**config.mk**
```make
export PLATFORM = sky130hd
export DESIGN_NAME = dma_page_ctl
export DESIGN_NICKNAME = d
export VERILOG_FILES = /design/src/rtl/dmar_pkg.sv /design/src/rtl/dmar_cfg.sv /design/src/rtl/dmar_pgchk.sv /design/src/rtl/dmar_fstat.sv /design/src/rtl/dma_page_ctl.sv
export SDC_FILE = /design/constraint.sdc
export NUM_CORES = 1
export LEC_CHECK = 0
export ABC_AREA = 1
export ABC_CLOCK_PERIOD_IN_PS = 1900
export CAP_MARGIN = 25
export CELL_PAD_IN_SITES_DETAIL_PLACEMENT = 0
export CELL_PAD_IN_SITES_GLOBAL_PLACEMENT = 1
export CORE_UTILIZATION = 40
export DETAILED_ROUTE_END_ITERATION = 8
export DONT_BUFFER_PORTS = 1
export GPL_TIMING_DRIVEN = 0
export HOLD_SLACK_MARGIN = 0.15
export PLACE_DENSITY = 0.76
export SETUP_SLACK_MARGIN = 0.1
export SLEW_MARGIN = 20
export SYNTH_ARGS = -nofsm -noshare
export SYNTH_HDL_FRONTEND = slang
export SYNTH_HIERARCHICAL = 1
export SYNTH_SLANG_ARGS = --single-unit
```
**constraint.sdc**
```tcl
create_clock -name clk -period 1.9 [get_ports clk]
set_input_delay 0.19 -clock clk [delete_from_list [all_inputs] [get_ports clk]]
set_output_delay 0.19 -clock clk [all_outputs]
set_load 0.01 [all_outputs]
```
**src/rtl/dmar_pkg.sv**
```systemverilog
package dmar_pkg;

  typedef enum logic [1:0] {
    SEL_COUNT = 2'd0,
    SEL_ADDR  = 2'd1,
    SEL_MISC  = 2'd2,
    SEL_NONE  = 2'd3
  } reg_sel_e;

  localparam logic [15:0] STAT_IDLE = 16'hFFFF;
  localparam logic [15:0] FLT_BASE  = 16'hABFF;
  localparam logic [15:0] FLT_READ  = 16'h4000;
  localparam logic [15:0] FLT_PIE   = 16'h0400;
  localparam logic [15:0] BSR0_BASE = 16'h3C00;

  // page bits: [1] referenced, [0] valid/dirty
  function automatic logic [1:0] page_update(input logic [1:0] old_b, input logic mem_wr);
    logic b0;
    b0 = (old_b == 2'b11) | (mem_wr & (old_b[1] ^ old_b[0]));
    return {1'b1, b0};
  endfunction

endpackage

```
**src/rtl/dmar_cfg.sv**
```systemverilog
module dmar_cfg
  import dmar_pkg::*;
#(
  parameter int ADDR_W = 22,
  parameter int CNT_W  = 14,
  localparam int HI_W  = ADDR_W - 9
) (
  input  logic              clk,
  input  logic              rst_n,
  input  logic              wr_en,
  input  reg_sel_e          sel,
  input  logic [14:1]       cpu_addr,
  input  logic [15:0]       wr_data,
  input  logic              step,
  output logic [CNT_W-1:0]  count_q,
  output logic              en_q,
  output logic              rd_dir_q,
  output logic [ADDR_W-1:0] addr_q
);

  logic [CNT_W-1:0]  cnt_d;
  logic              en_d, dir_d, ld;
  logic [ADDR_W-1:0] addr_d;

  assign ld = wr_en | step;

  always_comb begin
    cnt_d  = count_q;
    en_d   = en_q;
    dir_d  = rd_dir_q;
    addr_d = addr_q;
    if (wr_en) begin
      unique case (sel)
        SEL_COUNT: begin
          cnt_d = wr_data[CNT_W-1:0] + CNT_W'(1);
          dir_d = wr_data[14];
          en_d  = wr_data[15];
        end
        SEL_ADDR: begin
          if (cpu_addr[14]) addr_d[ADDR_W-1:9] = cpu_addr[HI_W:1];
          else              addr_d[8:1]        = cpu_addr[8:1];
        end
        SEL_MISC: dir_d = wr_data[14];
        default: ;
      endcase
    end else if (step) begin
      cnt_d  = count_q - CNT_W'(1);
      addr_d = addr_q + ADDR_W'(2);
    end
  end

  always_ff @(posedge clk or negedge rst_n) begin
    if (!rst_n) begin
      count_q  <= '0;
      en_q     <= 1'b0;
      rd_dir_q <= 1'b0;
      addr_q   <= '0;
    end else if (ld) begin
      count_q  <= cnt_d;
      en_q     <= en_d;
      rd_dir_q <= dir_d;
      addr_q   <= addr_d;
    end
  end

  a_r4_hi_keeps_low: assert property (@(posedge clk) disable iff (!rst_n)
    (wr_en && sel == SEL_ADDR && cpu_addr[14]) |=> $stable(addr_q[8:0]));

  a_r5_lo_keeps_high: assert property (@(posedge clk) disable iff (!rst_n)
    (wr_en && sel == SEL_ADDR && !cpu_addr[14]) |=> $stable(addr_q[ADDR_W-1:9]));

endmodule

```
**src/rtl/dmar_pgchk.sv**
```systemverilog
module dmar_pgchk
  import dmar_pkg::*;
(
  input  logic       grant,
  input  logic [1:0] pbits_in,
  input  logic       rd_dir,
  output logic       fault,
  output logic       pg_we,
  output logic [1:0] pbits_new
);

  logic unmapped;

  always_comb begin
    unmapped  = (pbits_in == 2'b00);
    fault     = grant & unmapped;
    pg_we     = grant & ~unmapped;
    pbits_new = page_update(pbits_in, ~rd_dir);
  end

endmodule

```
**src/rtl/dmar_fstat.sv**
```systemverilog
module dmar_fstat
  import dmar_pkg::*;
#(
  parameter int ADDR_W = 22
) (
  input  logic              clk,
  input  logic              rst_n,
  input  logic              flt,
  input  logic              clr,
  input  logic              rd_dir,
  input  logic              pie,
  input  logic [ADDR_W-1:0] flt_addr,
  output logic [15:0]       gen_stat,
  output logic [15:0]       bsr0,
  output logic [15:0]       bsr1,
  output logic              irq_q
);

  logic [15:0] gs_d, b0_d, b1_d;
  logic        irq_d, irq_en;
  logic [7:0]  addr_hi8;

  assign addr_hi8 = 8'(flt_addr >> 16);
  assign irq_en   = flt | clr;

  always_comb begin
    gs_d  = FLT_BASE | (rd_dir ? FLT_READ : 16'h0) | (pie ? FLT_PIE : 16'h0);
    b0_d  = BSR0_BASE | {8'h00, addr_hi8};
    b1_d  = 16'(flt_addr);
    irq_d = flt;
  end

  always_ff @(posedge clk or negedge rst_n) begin
    if (!rst_n) begin
      gen_stat <= STAT_IDLE;
      bsr0     <= STAT_IDLE;
      bsr1     <= STAT_IDLE;
    end else if (flt) begin
      gen_stat <= gs_d;
      bsr0     <= b0_d;
      bsr1     <= b1_d;
    end
  end

  always_ff @(posedge clk or negedge rst_n) begin
    if (!rst_n)      irq_q <= 1'b0;
    else if (irq_en) irq_q <= irq_d;
  end

  a_r10_status_held: assert property (@(posedge clk) disable iff (!rst_n)
    (irq_q && !clr) |=> (irq_q && $stable(gen_stat) && $stable(bsr0) && $stable(bsr1)));

endmodule

```
**src/rtl/dma_page_ctl.sv**
```systemverilog
module dma_page_ctl
  import dmar_pkg::*;
#(
  parameter int ADDR_W     = 22,
  parameter int CNT_W      = 14,
  parameter int PAGE_SHIFT = 12,
  localparam int PG_W      = ADDR_W - PAGE_SHIFT
) (
  input  logic              clk,
  input  logic              rst_n,
  input  logic              reg_wr,
  input  logic [1:0]        reg_sel,
  input  logic [14:1]       cpu_addr,
  input  logic [15:0]       wr_data,
  output logic [15:0]       rd_count,
  output logic [ADDR_W-1:0] mem_addr,
  input  logic              xfer_req,
  output logic              xfer_ack,
  output logic              xfer_fault,
  output logic [PG_W-1:0]   page_idx,
  input  logic [1:0]        page_bits_in,
  output logic              page_wr_en,
  output logic [1:0]        page_bits_out,
  input  logic              par_irq_en,
  output logic [15:0]       gen_stat,
  output logic [15:0]       bsr0,
  output logic [15:0]       bsr1,
  output logic              irq7
);

  reg_sel_e          sel;
  logic [CNT_W-1:0]  count_q;
  logic              en_q, rd_dir_q, grant, fault, step, cnt_clr;
  logic [ADDR_W-1:0] addr_q;
  logic              ack_q, flt_q;

  assign sel      = reg_sel_e'(reg_sel);
  assign grant    = xfer_req & en_q & (count_q != '0) & ~irq7 & ~reg_wr;
  assign step     = grant & ~fault;
  assign cnt_clr  = reg_wr & (sel == SEL_COUNT);

  dmar_cfg #(.ADDR_W(ADDR_W), .CNT_W(CNT_W)) u_cfg (
    .clk      (clk),
    .rst_n    (rst_n),
    .wr_en    (reg_wr),
    .sel      (sel),
    .cpu_addr (cpu_addr),
    .wr_data  (wr_data),
    .step     (step),
    .count_q  (count_q),
    .en_q     (en_q),
    .rd_dir_q (rd_dir_q),
    .addr_q   (addr_q)
  );

  dmar_pgchk u_pgchk (
    .grant     (grant),
    .pbits_in  (page_bits_in),
    .rd_dir    (rd_dir_q),
    .fault     (fault),
    .pg_we     (page_wr_en),
    .pbits_new (page_bits_out)
  );

  dmar_fstat #(.ADDR_W(ADDR_W)) u_fstat (
    .clk      (clk),
    .rst_n    (rst_n),
    .flt      (fault),
    .clr      (cnt_clr),
    .rd_dir   (rd_dir_q),
    .pie      (par_irq_en),
    .flt_addr (addr_q),
    .gen_stat (gen_stat),
    .bsr0     (bsr0),
    .bsr1     (bsr1),
    .irq_q    (irq7)
  );

  always_ff @(posedge clk or negedge rst_n) begin
    if (!rst_n) begin
      ack_q <= 1'b0;
      flt_q <= 1'b0;
    end else begin
      ack_q <= step;
      flt_q <= fault;
    end
  end

  assign xfer_ack   = ack_q;
  assign xfer_fault = flt_q;
  assign mem_addr   = addr_q;
  assign page_idx   = addr_q[ADDR_W-1:PAGE_SHIFT];
  assign rd_count   = {{(16-CNT_W){1'b1}}, count_q};

  a_r7_one_outcome: assert property (@(posedge clk) disable iff (!rst_n)
    !(xfer_ack && xfer_fault));

  a_r9_ack_counts: assert property (@(posedge clk) disable iff (!rst_n)
    xfer_ack |-> (rd_count[CNT_W-1:0] == $past(rd_count[CNT_W-1:0]) - CNT_W'(1)));

  a_r9_ack_advances: assert property (@(posedge clk) disable iff (!rst_n)
    xfer_ack |-> (mem_addr == $past(mem_addr) + ADDR_W'(2)));

  a_r9_wb_mapped: assert property (@(posedge clk) disable iff (!rst_n)
    page_wr_en |-> (page_bits_in != 2'b00 && page_bits_out[1]));

  a_r8_fault_irq: assert property (@(posedge clk) disable iff (!rst_n)
    xfer_fault |-> (irq7 && $stable(mem_addr) && $stable(rd_count)));

  a_r11_write_blocks: assert property (@(posedge clk) disable iff (!rst_n)
    reg_wr |-> !page_wr_en);

  a_r11_write_no_ack: assert property (@(posedge clk) disable iff (!rst_n)
    reg_wr |=> !xfer_ack && !xfer_fault);

endmodule

```
==> impl_metrics.yaml <==
worst_setup_path:
  reg2reg_depth: 16
  cp.arrival_ps: 2300
  crit_fanout: 7
  crit_path_start_kind: "flip-flop"
  ff2ff_setup_slack_ps: -170
  critPathKind: "flip-flop to flip-flop"
  r2r_end: "u_cfg/count_q[8]"
  r2r-start: "u_cfg/count_q[0]"
  worstSetupEndpointType: "flip-flop"
  critical_path_required_ps: 2130
worst_hold_path:
  whs_endpoint: "u_cfg/count_q[8]"
  hp-class: "primary input to flip-flop"
  min_from: "wr_data[8]"
  hold_depth: 4
yosys:
  synth_warnings: 6
  avgSynthCellArea_um2: 6.77
  ys_seq_elements: 65
  synthArstFlopShare_pct: 100
  synth_edf_count: 0
  synthTopCellsByArea: "dfrtp_1 (23%), nand2_1 (21%), dfstp_2 (15%)"
  synth_most_common_cell: "nand2_1"
  ys.flop_type: "dfrtp_1"
  synth_top_area_share_pct: 22.7
  syn_area_um2: 4400
  ys_types: 35
  synth_commonest_cells: "nand2_1 (244), nor2_1 (85), nand3_1 (50)"
  syn_inst: 650
  yosys.area.top_type: "dfrtp_1"
  ys_seq_area_share_pct: 37.7
die:
  die_w_um: 107
  die_h_um: 107
  ios: 141
  die_area_um2: 11400
  initial_utilization_pct: 41.9
  core-area_um2: 10500
  rows: 37
detailed_routing:
  drt_iter0_markers: 223
  wl_per_cell_um: 14.8
  drc: 0
  antenna_left: 0
  wirelength_um: 12900
  num_vias: 4233
  viasPerCell: 4.88
  detail_route.first_pass.iterations: 5
run:
  drv_cap: 0
power_and_ir_drop:
  internal-power_uw: 3770
  p_per_area_nw_per_um2: 1140
  power_frac_seq_pct: 47.3
  clock_power_share_pct: 20.6
  p_sw_uw: 2770
  combPwrFrac_pct: 32.1
  power_uw: 6540
  ir_worst_vdd_uv: 622
  leakage_uw: 0.00267
  p_sw_share_pct: 42.3
timing:
  min_period_ps: 2070
  slew_headroom_pct: 59.2
  maxSlewViolCount: 0
  setup_viol: 35
  setup_ws_ps: -171
  whs_ps: 171
  hold_violations: 0
  rsz0062_at_grt: "true"
  post-route-period-util_pct: 109
  skew_ps: 9.27
  max_freq_ghz: 0.483
  worst_slew_pin_slew_ps: 612
placement:
  dp_hpwl_um: 9070
  placed_area_um2: 4680
  port_buffers: 0
  gp_congestion: 0.844
  dp_slack_ps: -330
clock_tree:
  cts_max_level: 3
  cts_tree: "built"
  clk_latency_ps: 340
  cts_max_path_buffers: 2
  numCtsBuffers: 9
  path_clk_slew_ps: 70
  clock-root-buffer: "clkbuf_8"
  cts_sinks: 65
run_status:
  status: "finished, violations left"
  violations: "negative setup slack"
layout:
  n_antenna_cell: 0
  layout-drive-gt1-share_pct: 27.5
  fin_area_um2: 5730
  syn2layout_area_growth_pct: 30.3
  final_net_count: 771
  nFillCells: 1026
global_routing:
  overflow: 0
  antenna_found_initial: 0
  grt_max_degree: 66
  first_global_vias: 4190
  grt_usage_pct: 22.9
  grt_pass1_wl_um: 20600
[state kept, by name, indices dropped and copies added (netlist names)]
name,flops
u_cfg/en_q,1
xfer_fault,1
u_fstat/bsr1,16
xfer_ack,1
u_cfg/rd_dir_q,1
u_fstat/gen_stat,2
u_fstat/irq_q,1
u_cfg/count_q,14
u_fstat/bsr0,7
u_cfg/addr_q,21
[critical path, stage by stage, from the launching register on]
cell and delay (ps):
dfrtp_2 470, or2_0 240, nor2_1 110, nand2_1 80, nand2_2 80, inv_2 40, nand2_2 50, inv_2 50
nor2_4 110, inv_2 50, nor2_4 140, inv_2 70, nand2_2 80, buf_6 140, o21ai_2 60, o21ai_1 130
nand2_1 60
[placed cells by master (no fill, tap or decap), types with 11 or more instances in the layout]
master	count
buf_4	43
conb_1	21
dfrtp_1	25
dfrtp_2	15
dfstp_2	25
dlygate4sd3_1	31
inv_1	40
nand2_1	229
nand2_2	19
nand3_1	46
nor2_1	70
nor2_2	12
o21ai_0	11
o21ai_1	13
[logic make-up (layout without fill, tap and decap cells)]
| logic type | count (synthesis) | count (layout) | synth area share [%] |
|---|---|---|---|
| AO/OA/AOI/OAI | 54 | 54 | 6.77 |
| multiplexers | 2 | 2 | 0.512 |
| adder cells (fa/ha/maj) | 5 | 5 | 1.42 |
| buffers and inverters | 104 | 169 | 13.4 |
| AND/OR/NAND/NOR | 410 | 410 | 38.7 |
| other | 4 | 21 | 0.341 |
| flip-flops | 65 | 65 | 37.7 |
| XOR/XNOR | 6 | 6 | 1.19 |
[power groups by stage]
stage          sequential (uW)  clock (uW)  combinational (uW)
2_1_floorplan             2820           0                1490
3_3_place_gp              3050           0                1720
3_5_place_dp              3070           0                1750
4_1_cts                   3070        1370                1890
5_1_grt                   3200        1430                2360
6_report                  3090        1340                2100
[stage by stage]
step,TNS [ps],cells,utilization (%)
3_3_place_gp,-7420,803,44.5
3_5_place_dp,-8710,803,44.5
6_report,-3620,868,54.5
4_1_cts,-1890,859,50.9
5_1_grt,-8620,868,54.5
2_1_floorplan,0,667,-
[cell type report]
| class | count | area, um2 | area share [%] |
|---|---|---|---|
| flip-flops and latches | 65 | 1680 | 29.3 |
| clock inverters | 5 | 77.6 | 1.35 |
| inverters | 50 | 200 | 3.49 |
| plain buffers | 54 | 450 | 7.86 |
| repair inverters | 1 | 8.76 | 0.153 |
| clock buffers | 11 | 141 | 2.47 |
| multi-input cells | 498 | 2450 | 42.8 |
| well taps | 136 | 170 | 2.97 |
| repair buffers | 48 | 554 | 9.67 |
[how the worst max path moves through the flow]
| stage | slack, ps | startpoint | to | depth (start not counted) |
|---|---|---|---|---|
| after floorplan | 30 | u_cfg/count_q[0] | u_cfg/count_q[8] | 16 |
| after global placement | -290 | u_cfg/count_q[11] | u_cfg/addr_q[15] | 15 |
| after detailed placement | -330 | u_cfg/count_q[11] | u_cfg/count_q[4] | 16 |
| after CTS | -110 | u_cfg/count_q[11] | u_cfg/count_q[8] | 17 |
| after global routing | -330 | u_cfg/count_q[0] | u_cfg/count_q[1] | 16 |
| final | -170 | u_cfg/count_q[0] | u_cfg/count_q[8] | 16 |
[layer usage]
layer	wire, um	up-vias	track usage (%)	share of wire (%)
met2	6370	128	41.0	49
li1	-	2146	-	-
met5	0	-	0	0
met3	770	10	5.47	6.0
met4	134	0	5.77	1.0
met1	5600	1949	27.5	43
[repair_timing]
action	CTS	global route
setup endpoints to repair	35	58
hold buffers	32	0
gates resized for setup	26	68
hold endpoints to repair	100	0
setup buffers	6	7
gates cloned	2	4
pin swaps	8	18
(Power assumes the default switching activity.)
